$ cat src/rtl/uart_bus_pkg.sv
package uart_bus_pkg;
  localparam int ST_RDY  = 0;
  localparam int ST_BUSY = 1;
  localparam int ST_OVR  = 2;
  localparam int ST_FERR = 3;

  typedef enum logic [2:0] {
    RX_IDLE,
    RX_START,
    RX_DATA,
    RX_STOP,
    RX_HOLD
  } rx_state_t;
endpackage

$ cat src/rtl/uart_tick_gen.sv
module uart_tick_gen #(
  parameter int DIV = 81
) (
  input  logic clk,
  input  logic rst,
  output logic tick
);
  localparam int CW = (DIV > 1) ? $clog2(DIV) : 1;
  logic [CW-1:0] cnt;

  always_ff @(posedge clk) begin
    if (rst) begin
      cnt  <= '0;
      tick <= 1'b0;
    end else if (cnt == CW'(DIV - 1)) begin
      cnt  <= '0;
      tick <= 1'b1;
    end else begin
      cnt  <= cnt + 1'b1;
      tick <= 1'b0;
    end
  end
endmodule

$ cat src/rtl/uart_rx_core.sv
module uart_rx_core
  import uart_bus_pkg::*;
#(
  parameter int OVS = 16,
  parameter int DW  = 8
) (
  input  logic          clk,
  input  logic          rst,
  input  logic          tick,
  input  logic          rxd_s,
  output logic          done,
  output logic          frame_err,
  output logic [DW-1:0] data
);
  localparam int CW   = $clog2(OVS);
  localparam int HALF = OVS / 2;
  localparam int BW   = (DW > 1) ? $clog2(DW) : 1;

  rx_state_t     st;
  logic [CW-1:0] tcnt;
  logic [BW-1:0] bcnt;

  always_ff @(posedge clk) begin
    if (rst) begin
      st        <= RX_IDLE;
      tcnt      <= '0;
      bcnt      <= '0;
      data      <= '0;
      done      <= 1'b0;
      frame_err <= 1'b0;
    end else begin
      done      <= 1'b0;
      frame_err <= 1'b0;
      case (st)
        RX_IDLE: begin
          tcnt <= '0;
          if (!rxd_s) st <= RX_START;
        end
        RX_START: if (tick) begin
          if (tcnt == CW'(HALF - 1)) begin
            tcnt <= '0;
            bcnt <= '0;
            st   <= rxd_s ? RX_IDLE : RX_DATA;
          end else begin
            tcnt <= tcnt + 1'b1;
          end
        end
        RX_DATA: if (tick) begin
          if (tcnt == CW'(OVS - 1)) begin
            tcnt <= '0;
            data <= {rxd_s, data[DW-1:1]};
            if (bcnt == BW'(DW - 1)) st <= RX_STOP;
            else bcnt <= bcnt + 1'b1;
          end else begin
            tcnt <= tcnt + 1'b1;
          end
        end
        RX_STOP: if (tick) begin
          if (tcnt == CW'(OVS - 1)) begin
            tcnt <= '0;
            if (rxd_s) begin
              done <= 1'b1;
              st   <= RX_IDLE;
            end else begin
              frame_err <= 1'b1;
              st        <= RX_HOLD;
            end
          end else begin
            tcnt <= tcnt + 1'b1;
          end
        end
        RX_HOLD: if (rxd_s) st <= RX_IDLE;
        default: st <= RX_IDLE;
      endcase
    end
  end
endmodule

$ cat src/rtl/uart_tx_core.sv
module uart_tx_core #(
  parameter int OVS   = 16,
  parameter int DW    = 8,
  parameter int NSTOP = 1
) (
  input  logic          clk,
  input  logic          rst,
  input  logic          tick,
  input  logic          start,
  input  logic [DW-1:0] din,
  output logic          txd,
  output logic          active
);
  localparam int NB = DW + 1 + NSTOP;
  localparam int CW = $clog2(OVS);
  localparam int BW = $clog2(NB + 1);

  logic [NB-1:0] frame;
  logic [CW-1:0] tcnt;
  logic [BW-1:0] bcnt;

  always_ff @(posedge clk) begin
    if (rst) begin
      frame  <= '1;
      tcnt   <= '0;
      bcnt   <= '0;
      txd    <= 1'b1;
      active <= 1'b0;
    end else if (start && !active) begin
      frame  <= {{NSTOP{1'b1}}, din, 1'b0};
      tcnt   <= '0;
      bcnt   <= '0;
      txd    <= 1'b0;
      active <= 1'b1;
    end else if (active && tick) begin
      if (tcnt == CW'(OVS - 1)) begin
        tcnt <= '0;
        if (bcnt == BW'(NB - 1)) begin
          active <= 1'b0;
          txd    <= 1'b1;
        end else begin
          bcnt  <= bcnt + 1'b1;
          frame <= {1'b1, frame[NB-1:1]};
          txd   <= frame[1];
        end
      end else begin
        tcnt <= tcnt + 1'b1;
      end
    end
  end
endmodule

$ cat src/rtl/tx_launch_delay.sv
module tx_launch_delay #(
  parameter int DEPTH = 3
) (
  input  logic clk,
  input  logic rst,
  input  logic ce,
  input  logic arm,
  output logic fire,
  output logic pending
);
  logic             req;
  logic [DEPTH-1:0] line;

  always_ff @(posedge clk) begin
    if (rst)      req <= 1'b0;
    else if (arm) req <= 1'b1;
    else if (ce)  req <= 1'b0;
  end

  generate
    if (DEPTH == 1) begin : g_single
      always_ff @(posedge clk) begin
        if (rst)     line <= '0;
        else if (ce) line <= req;
      end
    end else begin : g_chain
      always_ff @(posedge clk) begin
        if (rst)     line <= '0;
        else if (ce) line <= {line[DEPTH-2:0], req};
      end
    end
  endgenerate

  assign fire    = ce & line[DEPTH-1];
  assign pending = req | (|line);
endmodule

$ cat src/rtl/bus_uart_port.sv
module bus_uart_port
  import uart_bus_pkg::*;
#(
  parameter int CLK_HZ = 50_000_000,
  parameter int BAUD   = 38400,
  parameter int OVS    = 16,
  parameter int NSTOP  = 1,
  parameter int TX_DLY = 3
) (
  input  logic       clk,
  input  logic       rst,
  input  logic       bus_ce,
  input  logic       data_rd,
  input  logic       data_wr,
  input  logic       stat_rd,
  input  logic [7:0] wr_data,
  output logic [7:0] rd_data,
  input  logic       rxd,
  output logic       txd
);
  localparam int DW  = 8;
  localparam int DIV = CLK_HZ / (BAUD * OVS);

  logic          tick;
  logic [1:0]    rx_sync;
  logic          rx_done, rx_fe;
  logic [DW-1:0] rx_byte;
  logic [DW-1:0] rx_data;
  logic [DW-1:0] tx_hold;
  logic          rdy, ovr, ferr;
  logic          tx_active, dly_busy, busy, fire, accept;
  logic [7:0]    status;

  uart_tick_gen #(.DIV(DIV)) u_tick (
    .clk(clk), .rst(rst), .tick(tick)
  );

  always_ff @(posedge clk) begin
    if (rst) rx_sync <= 2'b11;
    else     rx_sync <= {rx_sync[0], rxd};
  end

  uart_rx_core #(.OVS(OVS), .DW(DW)) u_rx (
    .clk(clk), .rst(rst), .tick(tick), .rxd_s(rx_sync[1]),
    .done(rx_done), .frame_err(rx_fe), .data(rx_byte)
  );

  assign busy   = tx_active | dly_busy;
  assign accept = data_wr & ~busy;

  tx_launch_delay #(.DEPTH(TX_DLY)) u_dly (
    .clk(clk), .rst(rst), .ce(bus_ce), .arm(accept),
    .fire(fire), .pending(dly_busy)
  );

  uart_tx_core #(.OVS(OVS), .DW(DW), .NSTOP(NSTOP)) u_tx (
    .clk(clk), .rst(rst), .tick(tick), .start(fire), .din(tx_hold),
    .txd(txd), .active(tx_active)
  );

  always_ff @(posedge clk) begin
    if (rst)         tx_hold <= '0;
    else if (accept) tx_hold <= wr_data;
  end

  always_ff @(posedge clk) begin
    if (rst) begin
      rx_data <= '0;
      rdy     <= 1'b0;
      ovr     <= 1'b0;
      ferr    <= 1'b0;
    end else begin
      if (rx_done) rx_data <= rx_byte;
      if (rx_done)      rdy <= 1'b1;
      else if (data_rd) rdy <= 1'b0;
      if (rx_done && rdy && !data_rd) ovr <= 1'b1;
      else if (data_rd)               ovr <= 1'b0;
      if (rx_fe)        ferr <= 1'b1;
      else if (data_rd) ferr <= 1'b0;
    end
  end

  always_comb begin
    status          = '0;
    status[ST_RDY]  = rdy;
    status[ST_BUSY] = busy;
    status[ST_OVR]  = ovr;
    status[ST_FERR] = ferr;
  end

  always_ff @(posedge clk) begin
    if (rst)          rd_data <= '0;
    else if (data_rd) rd_data <= rx_data;
    else if (stat_rd) rd_data <= status;
  end
endmodule

$ cat config.mk
export PLATFORM = sky130hd
export DESIGN_NAME = bus_uart_port
export DESIGN_NICKNAME = d
export VERILOG_FILES = /design/src/rtl/uart_bus_pkg.sv /design/src/rtl/uart_tick_gen.sv /design/src/rtl/uart_rx_core.sv /design/src/rtl/uart_tx_core.sv /design/src/rtl/tx_launch_delay.sv /design/src/rtl/bus_uart_port.sv
export SDC_FILE = /design/constraint.sdc
export NUM_CORES = 1
export LEC_CHECK = 0
export ABC_AREA = 0
export CORE_MARGIN = 2
export CORE_UTILIZATION = 45
export CTS_BUF_LIST = sky130_fd_sc_hd__clkbuf_4
export CTS_CLUSTER_SIZE = 14
export DETAILED_ROUTE_END_ITERATION = 8
export HOLD_SLACK_MARGIN = 0.03
export PLACE_DENSITY_LB_ADDON = 0.2
export SYNTH_ARGS = -nofsm -noshare
export SYNTH_HDL_FRONTEND = slang
export SYNTH_HIERARCHICAL = 1
export SYNTH_SLANG_ARGS = --single-unit
$ cat constraint.sdc
create_clock -name clk -period 3.66 [get_ports clk]
set_clock_uncertainty 0.1 [all_clocks]
set_input_delay 0.915 -clock clk [delete_from_list [all_inputs] [get_ports clk]]
set_output_delay 0.915 -clock clk [all_outputs]
set_load 0.005 [all_outputs]
==> results.tsv, run 1 <==
stage	metric	value	unit
drt	routed_wl	6.79	mm
sta	finalSetupTns	0	ns
clocking	cts-root-buf	clkbuf_4	
worst_setup_path	endpoint	u_tx/bcnt[1]	
logic_synthesis	synth_top_family_by_area	simple AND/OR/NAND/NOR gates	
worst_setup_path	r2r.worst_path.cells	7	
die	initial_core_util	0.465	
logic_synthesis	synth_area	0.00359	mm2
clocking	cts_resized	0	
die	die_x	93.3	um
cells_and_area	final_common_cell	dfxtp_1	
logic_synthesis	synth_fa_ha_area_frac	0.0279	
sta	min_period	2.46	ns
worst_setup_path	timing.critical_path.buf_inv	1	
worst_setup_path	critPathSlowestCell	clkdlybuf4s50_1	
global_routing	grt_pass1_wl	11.9	mm
placement	dp_hpwl	4.57	mm
cells_and_area	layout_common_cells	79 x dfxtp_1, 33 x a21oi_1, 31 x nor2_1, 29 x nand2_1, 24 x mux2i_1	
clocking	cts_hold_buf	0	
clocking	clk_path_buf_depth	2	
cells_and_area	instances_no_fill	512	
cells_and_area	area_growth	11.1	%
global_routing	grt_start_max_net_pins	57	
worst_setup_path	path_cells	clkdlybuf4s50_1 -> and2_1 -> nand2b_1 -> nand2_1 -> a211oi_1	
placement	portBuffers	23	
worst_setup_path	cp.depth	5	
global_routing	grt_overflow	0	
drt	wire_per_inst	13.3	um
logic_synthesis	synthCells	391	
worst_setup_path	cp_slowest_stage_delay	0.50	ns
drt	drtIter0Drc	95	
worst_setup_path	worstSetupPathType	primary input to flop	
cells_and_area	fin_util	0.516	
worst_setup_path	worst_ep_required_time	3.89	ns
global_routing	grt_pass1_vias	2612	
logic_synthesis	yosysUniqueCellTypes	51	
sta	drv_slew	0	
clocking	clk_pin_slew_worst_paths	0.12	ns
worst_setup_path	startpoint_type	primary input	
die	io_pins	24	
worst_hold_path	hp-class	flop to flop	
worst_setup_path	rrSetupSlack	1.66	ns
sta	hold_violations	0	
sta	slew_headroom	0.416	
logic_synthesis	synth_enable_flop_cells	0	
clocking	clock_latency	0.42	ns
sta	setup_viol	0	
die	core_area	0.00773	mm2
outcome	status	finished clean	
placement	routabilityCongestion	0.788	
flow_run	drv_cap	0	
clocking	clock_sinks	79	
placement	dp_cells	496	
cells_and_area	fin_nets	428	
sta	finalCritPeriodShare	0.673	
logic_synthesis	async_reset_ff_frac	0	
worst_setup_path	crit_path_end_kind	flop	
logic_synthesis	yosysWarnings	6	
cells_and_area	drive_gt1_frac	0.0854	
global_routing	antenna_found_initial	0	
drt	dr_total_vias	2785	
global_routing	grt_usage	0.168	
drt	vias_per_cell	5.44	
cells_and_area	antenna_cells	0	
logic_synthesis	synth.net_count	414	
logic_synthesis	yosys.area_share.simple	0.254	
drt	firstDrtPassIters	4	
clocking	cts_tree	done	
worst_setup_path	timing.rr.start	u_rx/bcnt[0]	
sta	rsz0062_at_grt	no	
clocking	postCtsSetupBuffers	0	
sta	whs	0.338	ns
logic_synthesis	ys_seq_area_frac	0.440	
logic_synthesis	synth_flop_cell	dfxtp_1	
logic_synthesis	synth_seq_cells	79	
worst_setup_path	startpoint	bus_ce	
pwr	powerDensity	416	mW/mm2
logic_synthesis	avgSynthCellArea	9.18	um2
cells_and_area	fill_cells	688	
die	die_y	93.3	um
die	num_rows	32	
die	fp.dieArea	0.00871	mm2
clocking	cts_buffers	9	
drt	antenna_left	0	
logic_synthesis	synthXorXnorAreaFrac	0.0171	
drt	drc	0	
worst_setup_path	crit_family	simple AND/OR/NAND/NOR gates	
logic_synthesis	synth_compound_area_frac	0.144	
pwr	ir_worst_vdd	0.217	mV
worst_setup_path	crit_arrival	2.70	ns
worst_setup_path	r2r-end	u_rx/bcnt[0]	
sta	tightest_slew	0.876	ns
pwr	p_leak	1.35	nW
worst_setup_path	worstPathMaxFanout	18	
logic_synthesis	synth_mux_area_frac	0.0669	
sta	max_freq	406	MHz
clocking	htreeDepth	3	
per-layer routing:
layer	GRT usage	wire length, um	vias to the layer above
met2	0.266	3140	34
li1	-	-	1425
met3	0.0274	154	12
met1	0.225	3370	1314
met4	0.0784	128	0
met5	0	0	-
where the power goes:
group          switching [mW]  total, mW  internal (mW)
Combinational          0.0853      0.164         0.0787
Sequential             0.0198      0.899          0.879
Clock                   0.310      0.599          0.288
area by class of cell:
| cell class | count | area [um2] | share of cell area |
|---|---|---|---|
| inverter | 9 | 33.8 | 0.00847 |
| timing repair buffer | 26 | 248 | 0.0621 |
| sequential | 79 | 1580 | 0.396 |
| clock buffer | 10 | 75.1 | 0.0188 |
| tap | 102 | 128 | 0.0320 |
| multi-input combinational | 280 | 1830 | 0.459 |
| clock inverter | 6 | 92.6 | 0.0232 |
logic make-up after synthesis:
| logic type | Yosys count |
|---|---|
| simple gates | 163 |
| flops | 79 |
| compound gates | 78 |
| buf+inv | 32 |
| mux | 24 |
| fa+ha+maj | 8 |
| xor+xnor | 7 |
cells in the mapped netlist (3+ instances only):
cell type,n,share of area
dfxtp_1,79,0.44
a21oi_1,33,0.046
nor2_1,31,0.032
nand2_1,29,0.030
mux2i_1,24,0.067
nand2b_1,22,0.038
nand3_1,16,0.022
nand4_1,16,0.028
o21ai_0,11,0.015
clkbuf_1,10,0.010
inv_1,9,0.0094
o211ai_1,9,0.019
ha_1,8,0.028
or3_1,7,0.012
a211oi_1,6,0.013
buf_6,6,0.019
xor2_1,6,0.015
a21oi_2,5,0.012
buf_2,5,0.0070
nor3_1,5,0.0070
or3b_1,5,0.012
nor2b_1,4,0.0070
or4_1,4,0.0084
nor3b_1,3,0.0063
worst min-delay path by stage:
stage,slack [ns],depth (start not counted),from,end
4_1_cts,0.35,1,rx_sync[0],rx_sync[1]
3_5_place_dp,0.31,1,rx_sync[0],rx_sync[1]
2_1_floorplan,0.29,1,rx_sync[0],rx_sync[1]
6_report,0.34,1,rx_sync[0],rx_sync[1]
5_1_grt,0.38,2,u_rx/frame_err,ferr
3_3_place_gp,0.30,1,rx_sync[0],rx_sync[1]
worst register-to-register path: stages (launching register included):
cell     delay (ns)
dfxtp_1        0.35
ha_1           0.20
ha_1           0.19
or3b_1         0.37
a21oi_2        0.16
nand3_2        0.14
or3_1          0.32
a21oi_1        0.12
stage by stage:
step                      total power, mW  area, um2  worst slack (ns)
final                                1.66       3990              1.20
after floorplan                      1.05       3590              1.65
after global placement               1.08       3820             0.852
after CTS                            1.68       3990              1.22
after global routing                 1.74       3990              1.07
after detailed placement             1.08       3820             0.759
state kept, by name, summed over array words and instances (netlist names), 2 cells and up:
signal / cells
rx_data: 8
rx_sync: 2
u_tick/cnt: 7
tx_hold: 8
u_rx/st: 3
u_rx/tcnt: 4
u_rx/data: 8
rd_data: 8
u_tx/tcnt: 4
u_rx/bcnt: 3
u_tx/frame: 8
u_tx/bcnt: 4
u_dly/line: 3
Note: power is estimated with default switching activity, not from simulation.
==> run 2: changes to the inputs <==
clock period = 2.1 ns   (was 3.66 ns; I/O delays follow)
==> results.tsv, run 2 (synthesis gave the netlist of run 1 again) <==
stage	metric	value	unit	change
outcome	status	finished clean		unchanged
clocking	cts_hold_buf	0		unchanged
cells_and_area	fin_util	0.524		was 0.516
cells_and_area	layout_common_cells	79 x dfxtp_1, 33 x a21oi_1, 31 x nor2_1, 29 x nand2_1, 24 x mux2i_1		unchanged
worst_setup_path	timing.rr.start	u_rx/bcnt[0]		unchanged
global_routing	antenna_found_initial	0		unchanged
die	io_pins	24		unchanged
clocking	clk_pin_slew_worst_paths	0.12	ns	about the same
drt	wire_per_inst	13.6	um	was 13.3 um
global_routing	grt_pass1_wl	12.5	mm	was 11.9 mm
sta	rsz0062_at_grt	no		unchanged
clocking	clock_sinks	79		unchanged
placement	dp_hpwl	4.78	mm	was 4.57 mm
clocking	htreeDepth	3		unchanged
cells_and_area	area_growth	12.7	%	was 11.1%
clocking	clk_path_buf_depth	2		unchanged
drt	drtIter0Drc	121		was 95
flow_run	drv_cap	0		unchanged
worst_hold_path	hold_end	rx_sync[1]		unchanged
placement	portBuffers	23		unchanged
die	initial_core_util	0.465		unchanged
placement	dp_cells	504		was 496
global_routing	grt_overflow	0		unchanged
worst_setup_path	rrSetupSlack	0.15	ns	was 1.66 ns
worst_setup_path	critPathSlowestCell	or3b_1		was clkdlybuf4s50_1
die	num_rows	32		unchanged
sta	finalCritPeriodShare	0.928		
placement	routabilityCongestion	0.745		was 0.788
worst_setup_path	r2r-end	u_rx/bcnt[0]		unchanged
global_routing	grt_start_max_net_pins	65		was 57
sta	hold_violations	0		unchanged
global_routing	grt_usage	0.177		was 0.168
worst_hold_path	hold_path_depth	1		unchanged
sta	max_freq	513	MHz	
worst_setup_path	path_cells	ha_1 -> ha_1 -> or3b_1 -> a21oi_2 -> nand3_2 -> or3_1 -> a21oi_1		was clkdlybuf4s50_1 -> and2_1 -> nand2b_1 -> nand2_1 -> a211oi_1
sta	slew_headroom	0.626		was 0.416
sta	min_period	1.95	ns	
worst_setup_path	r2r.worst_path.cells	7		unchanged
clocking	cts_tree	done		unchanged
sta	whs	0.326	ns	was 0.338 ns
cells_and_area	antenna_cells	0		unchanged
worst_setup_path	crit_top_cell	ha_1		
clocking	clock_latency	0.43	ns	was 0.42 ns
cells_and_area	instances_no_fill	519		was 512
worst_hold_path	hp-start	rx_sync[0]		unchanged
pwr	ir_worst_vdd	0.498	mV	was 0.217 mV
drt	drc	0		unchanged
worst_setup_path	worst_ep_required_time	2.36	ns	was 3.89 ns
worst_setup_path	crit_path_end_kind	flop		unchanged
clocking	cts_resized	0		unchanged
worst_setup_path	cp_slowest_stage_delay	0.36	ns	was 0.50 ns
die	core_area	0.00773	mm2	unchanged
pwr	powerDensity	709	mW/mm2	was 416 mW/mm2
drt	vias_per_cell	5.48		was 5.44
sta	drv_slew	0		unchanged
worst_setup_path	crit_arrival	2.21	ns	was 2.70 ns
sta	finalSetupTns	0	ns	unchanged
global_routing	grt_pass1_vias	2734		was 2612
die	fp.dieArea	0.00871	mm2	unchanged
cells_and_area	fin_nets	436		was 428
clocking	postCtsSetupBuffers	0		unchanged
worst_hold_path	hp-class	flop to flop		unchanged
clocking	cts_buffers	9		unchanged
worst_setup_path	worstSetupPathType	flop to flop		was primary input to flop
drt	firstDrtPassIters	4		unchanged
sta	tightest_slew	0.561	ns	was 0.876 ns
worst_setup_path	startpoint_type	flop		was primary input
worst_setup_path	worstPathMaxFanout	6		was 18
die	die_y	93.3	um	unchanged
cells_and_area	final_common_cell	dfxtp_1		unchanged
clocking	cts-root-buf	clkbuf_4		unchanged
drt	antenna_left	0		unchanged
cells_and_area	drive_gt1_frac	0.0983		was 0.0854
drt	dr_total_vias	2842		was 2785
die	die_x	93.3	um	unchanged
pwr	p_leak	1.39	nW	was 1.35 nW
sta	setup_viol	0		unchanged
drt	routed_wl	7.05	mm	was 6.79 mm
[run 2: power by group]
group | switching [mW] | leakage [nW] | internal, mW | total [mW]
combinational | 0.152 | 0.674 | 0.142 | 0.294
sequential | 0.0345 | 0.640 | 1.53 | 1.57
clock | 0.536 | 0.0798 | 0.475 | 1.01
total | 0.722 | 1.39 | 2.15 | 2.87
[run 2: how the worst max path moves through the flow]
stage / start / end / slack [ns]
2_1_floorplan: u_rx/bcnt[0] / u_rx/bcnt[0] / 0.24
3_3_place_gp: u_rx/bcnt[0] / u_rx/bcnt[0] / 0.18
3_5_place_dp: bus_ce / u_tx/frame[6] / 0.13
4_1_cts: u_rx/bcnt[0] / u_rx/bcnt[0] / 0.12
5_1_grt: u_rx/bcnt[0] / u_rx/bcnt[0] / 0.02
6_report: u_rx/bcnt[0] / u_rx/bcnt[0] / 0.15
[run 2: final cells by class]
class | instances | area [um2]
fillers | 727 | 3680
multi-input cells | 280 | 1830
flip-flops and latches | 79 | 1580
repair buffers | 34 | 320
well taps | 102 | 128
clock inverters | 6 | 85.1
clock buffers | 9 | 67.6
inverters | 9 | 33.8
[run 2: metal layers]
| metal | track usage | wire length, um | share of wire | up-vias |
|---|---|---|---|---|
| li1 | - | - | - | 1445 |
| met1 | 0.236 | 3490 | 0.50 | 1330 |
| met2 | 0.282 | 3200 | 0.45 | 53 |
| met3 | 0.0314 | 256 | 0.036 | 14 |
| met4 | 0.0735 | 102 | 0.014 | 0 |
| met5 | 0 | 0 | 0 | - |
[run 2: worst max-delay path, delay by kind of cell, from the launching register on]
family | cells | cell delay [ns]
AO/OA/AOI/OAI | 2 | 0.26
AND/OR/NAND/NOR | 3 | 0.81
adder cells (fa/ha/maj) | 2 | 0.38
flip-flops | 1 | 0.34
[run 2: stage by stage]
stage / power, mW / cell area (um2) / setup WS, ns
global route: 2.99 / 4050 / 0.0173
detailed placement: 1.90 / 3890 / 0.127
floorplan: 1.83 / 3590 / 0.236
finish: 2.87 / 4050 / 0.152
global placement: 1.89 / 3890 / 0.179
CTS: 2.90 / 4050 / 0.119
==> run 3: changes to the inputs <==
CORE_MARGIN = 4   (was 2)
==> results.tsv, run 3 (synthesis gave the netlist of run 1 again) <==
stage	metric	value	unit	change
outcome	status	finished clean		unchanged
drt	dr_total_vias	2843		was 2842
worst_setup_path	r2r-end	u_rx/bcnt[0]		unchanged
sta	hold_violations	0		unchanged
cells_and_area	drive_gt1_frac	0.121		was 0.0983
worst_setup_path	cp_slowest_stage_delay	0.41	ns	was 0.36 ns
sta	finalSetupTns	0	ns	unchanged
worst_setup_path	cp.depth	7		unchanged
placement	preCtsSetupSlack	0.120	ns	was 0.127 ns
worst_setup_path	crit_arrival	2.27	ns	was 2.21 ns
sta	min_period	2.04	ns	was 1.95 ns
cells_and_area	multi_input_comb_area	0.00184	mm2	was 0.00183 mm2
global_routing	grt_pass1_vias	2659		was 2734
worst_hold_path	hold_path_depth	1		unchanged
cells_and_area	postLayoutCellArea	0.00408	mm2	was 0.00405 mm2
die	io_pins	24		unchanged
drt	wire_per_inst	13.4	um	was 13.6 um
cells_and_area	layout_common_cells	78 x dfxtp_1, 32 x a21oi_1, 31 x nor2_1, 29 x nand2_1, 24 x mux2i_1		was 79 x dfxtp_1, 33 x a21oi_1, 31 x nor2_1, 29 x nand2_1, 24 x mux2i_1
sta	slew_headroom	0.562		was 0.626
drt	vias_per_cell	5.42		was 5.48
clocking	cts-root-buf	clkbuf_4		unchanged
die	fp.dieArea	0.00947	mm2	was 0.00871 mm2
worst_setup_path	timing.rr.start	u_rx/bcnt[0]		unchanged
global_routing	grt_start_max_net_pins	54		was 65
cells_and_area	fill_cells	694		was 727
cells_and_area	antenna_cells	0		unchanged
placement	dp_cells	507		was 504
drt	drc	0		unchanged
die	die_x	97.3	um	was 93.3 um
worst_setup_path	r2r.worst_path.cells	7		unchanged
sta	max_freq	491	MHz	was 513 MHz
die	initial_core_util	0.465		unchanged
sta	setup_viol	0		unchanged
global_routing	grt-busiest-layer	met2		unchanged
cells_and_area	seq_area	0.00158	mm2	about the same
worst_setup_path	worst_ep_required_time	2.33	ns	was 2.36 ns
worst_setup_path	crit_family	simple AND/OR/NAND/NOR gates		unchanged
clocking	cts_tree	done		unchanged
placement	dp_hpwl	4.85	mm	was 4.78 mm
clocking	clk_path_buf_depth	2		unchanged
worst_setup_path	rrSetupSlack	0.06	ns	was 0.15 ns
pwr	ir_worst_vdd	0.506	mV	was 0.498 mV
drt	antenna_left	0		unchanged
drt	routed_wl	7.02	mm	was 7.05 mm
clocking	htreeDepth	3		unchanged
die	core_area	0.00773	mm2	unchanged
sta	finalWorstSetupSlack	0.0650	ns	was 0.152 ns
placement	portBuffers	23		unchanged
cells_and_area	final_common_cell	dfxtp_1		unchanged
global_routing	grt_pass1_wl	12.3	mm	was 12.5 mm
global_routing	grt_util_met1	0.204		was 0.236
worst_setup_path	critPathSlowestCell	or3_1		was or3b_1
die	die_y	97.3	um	was 93.3 um
clocking	cts_hold_buf	0		unchanged
global_routing	antenna_found_initial	0		unchanged
sta	drv_slew	0		unchanged
worst_hold_path	hp-class	flop to flop		unchanged
global_routing	use_met3	0.0380		was 0.0314
sta	tightest_slew	0.655	ns	was 0.561 ns
cells_and_area	instances_no_fill	525		was 519
global_routing	use_met2	0.242		was 0.282
placement	routabilityCongestion	0.748		was 0.745
worst_setup_path	startpoint_type	flop		unchanged
worst_setup_path	crit_path_end_kind	flop		unchanged
flow_run	drv_cap	0		unchanged
die	num_rows	32		unchanged
global_routing	grt_usage	0.153		was 0.177
clocking	clock_sinks	79		unchanged
worst_hold_path	hold_end	rx_sync[1]		unchanged
worst_setup_path	path_cells	ha_2 -> ha_2 -> or3b_1 -> a21oi_2 -> nand3_2 -> or3_1 -> a21oi_2		was ha_1 -> ha_1 -> or3b_1 -> a21oi_2 -> nand3_2 -> or3_1 -> a21oi_1
worst_setup_path	timing.critical_path.buf_inv	0		unchanged
placement	placed_cell_area	0.00392	mm2	was 0.00389 mm2
clocking	cts_buffers	9		unchanged
pwr	powerDensity	673	mW/mm2	was 709 mW/mm2
worst_hold_path	hp-start	rx_sync[0]		unchanged
global_routing	grt_overflow	0		unchanged
sta	finalCritPeriodShare	0.969		was 0.928
clocking	clock_latency	0.40	ns	was 0.43 ns
pwr	p_leak	1.41	nW	was 1.39 nW
drt	drtIter0Drc	82		was 121
drt	firstDrtPassIters	4		unchanged
worst_setup_path	worstSetupPathType	flop to flop		unchanged
cells_and_area	fin_nets	442		was 436
clocking	clk_pin_slew_worst_paths	0.11	ns	was 0.12 ns
cells_and_area	area_growth	13.6	%	was 12.7%
worst_setup_path	worstPathMaxFanout	4		was 6
## run 3: routing by layer
metal / up-vias / share of wire
li1: 1448 / -
met1: 1348 / 0.50
met2: 38 / 0.47
met3: 9 / 0.028
met4: 0 / 0.0081
met5: - / 0
## run 3: worst max path at each step
stage	slack (ns)	to	startpoint
2_1_floorplan	0.24	u_rx/bcnt[0]	u_rx/bcnt[0]
3_3_place_gp	0.13	u_tx/frame[8]	bus_ce
3_5_place_dp	0.12	u_tx/frame[8]	bus_ce
4_1_cts	0.10	u_rx/bcnt[0]	u_rx/bcnt[0]
5_1_grt	-0.02	u_rx/bcnt[0]	u_rx/bcnt[0]
6_report	0.06	u_rx/bcnt[0]	u_rx/bcnt[0]
## run 3: stage by stage
stage | hold slack, ns | utilization | power, mW
final | 0.325 | 0.528 | 2.74
after global routing | 0.326 | 0.528 | 2.90
after CTS | 0.327 | 0.523 | 2.76
after detailed placement | 0.304 | 0.507 | 1.90
after global placement | 0.300 | 0.507 | 1.89
after floorplan | 0.289 | - | 1.83
## run 3: worst register-to-register path: cells and delay by family, from the launching register on
family                     cells  cell delay [ns]
AOI/OAI and AO/OA              2             0.28
adders and majority gates      2             0.35
DFF                            1             0.34
and+or+nand+nor                3             0.91
## run 3: area by class of cell
| class | count | share of cell area |
|---|---|---|
| inverter | 9 | 0.00828 |
| clock inverter | 6 | 0.0150 |
| tap | 102 | 0.0313 |
| timing repair buffer | 40 | 0.0896 |
| sequential | 79 | 0.388 |
| clock buffer | 9 | 0.0166 |
| multi-input combinational | 280 | 0.451 |
## run 3: timing repair
action | CTS | global route
gates resized for setup | 0 | 4
setup endpoints to repair | 0 | 1
hold endpoints to repair | 0 | 0
setup buffers | 0 | 3
## run 3: power by group
group	total (mW)	switching (mW)	internal, mW
registers	1.57	0.0343	1.53
clock network	0.864	0.509	0.356
logic	0.313	0.155	0.158
total	2.74	0.698	2.05
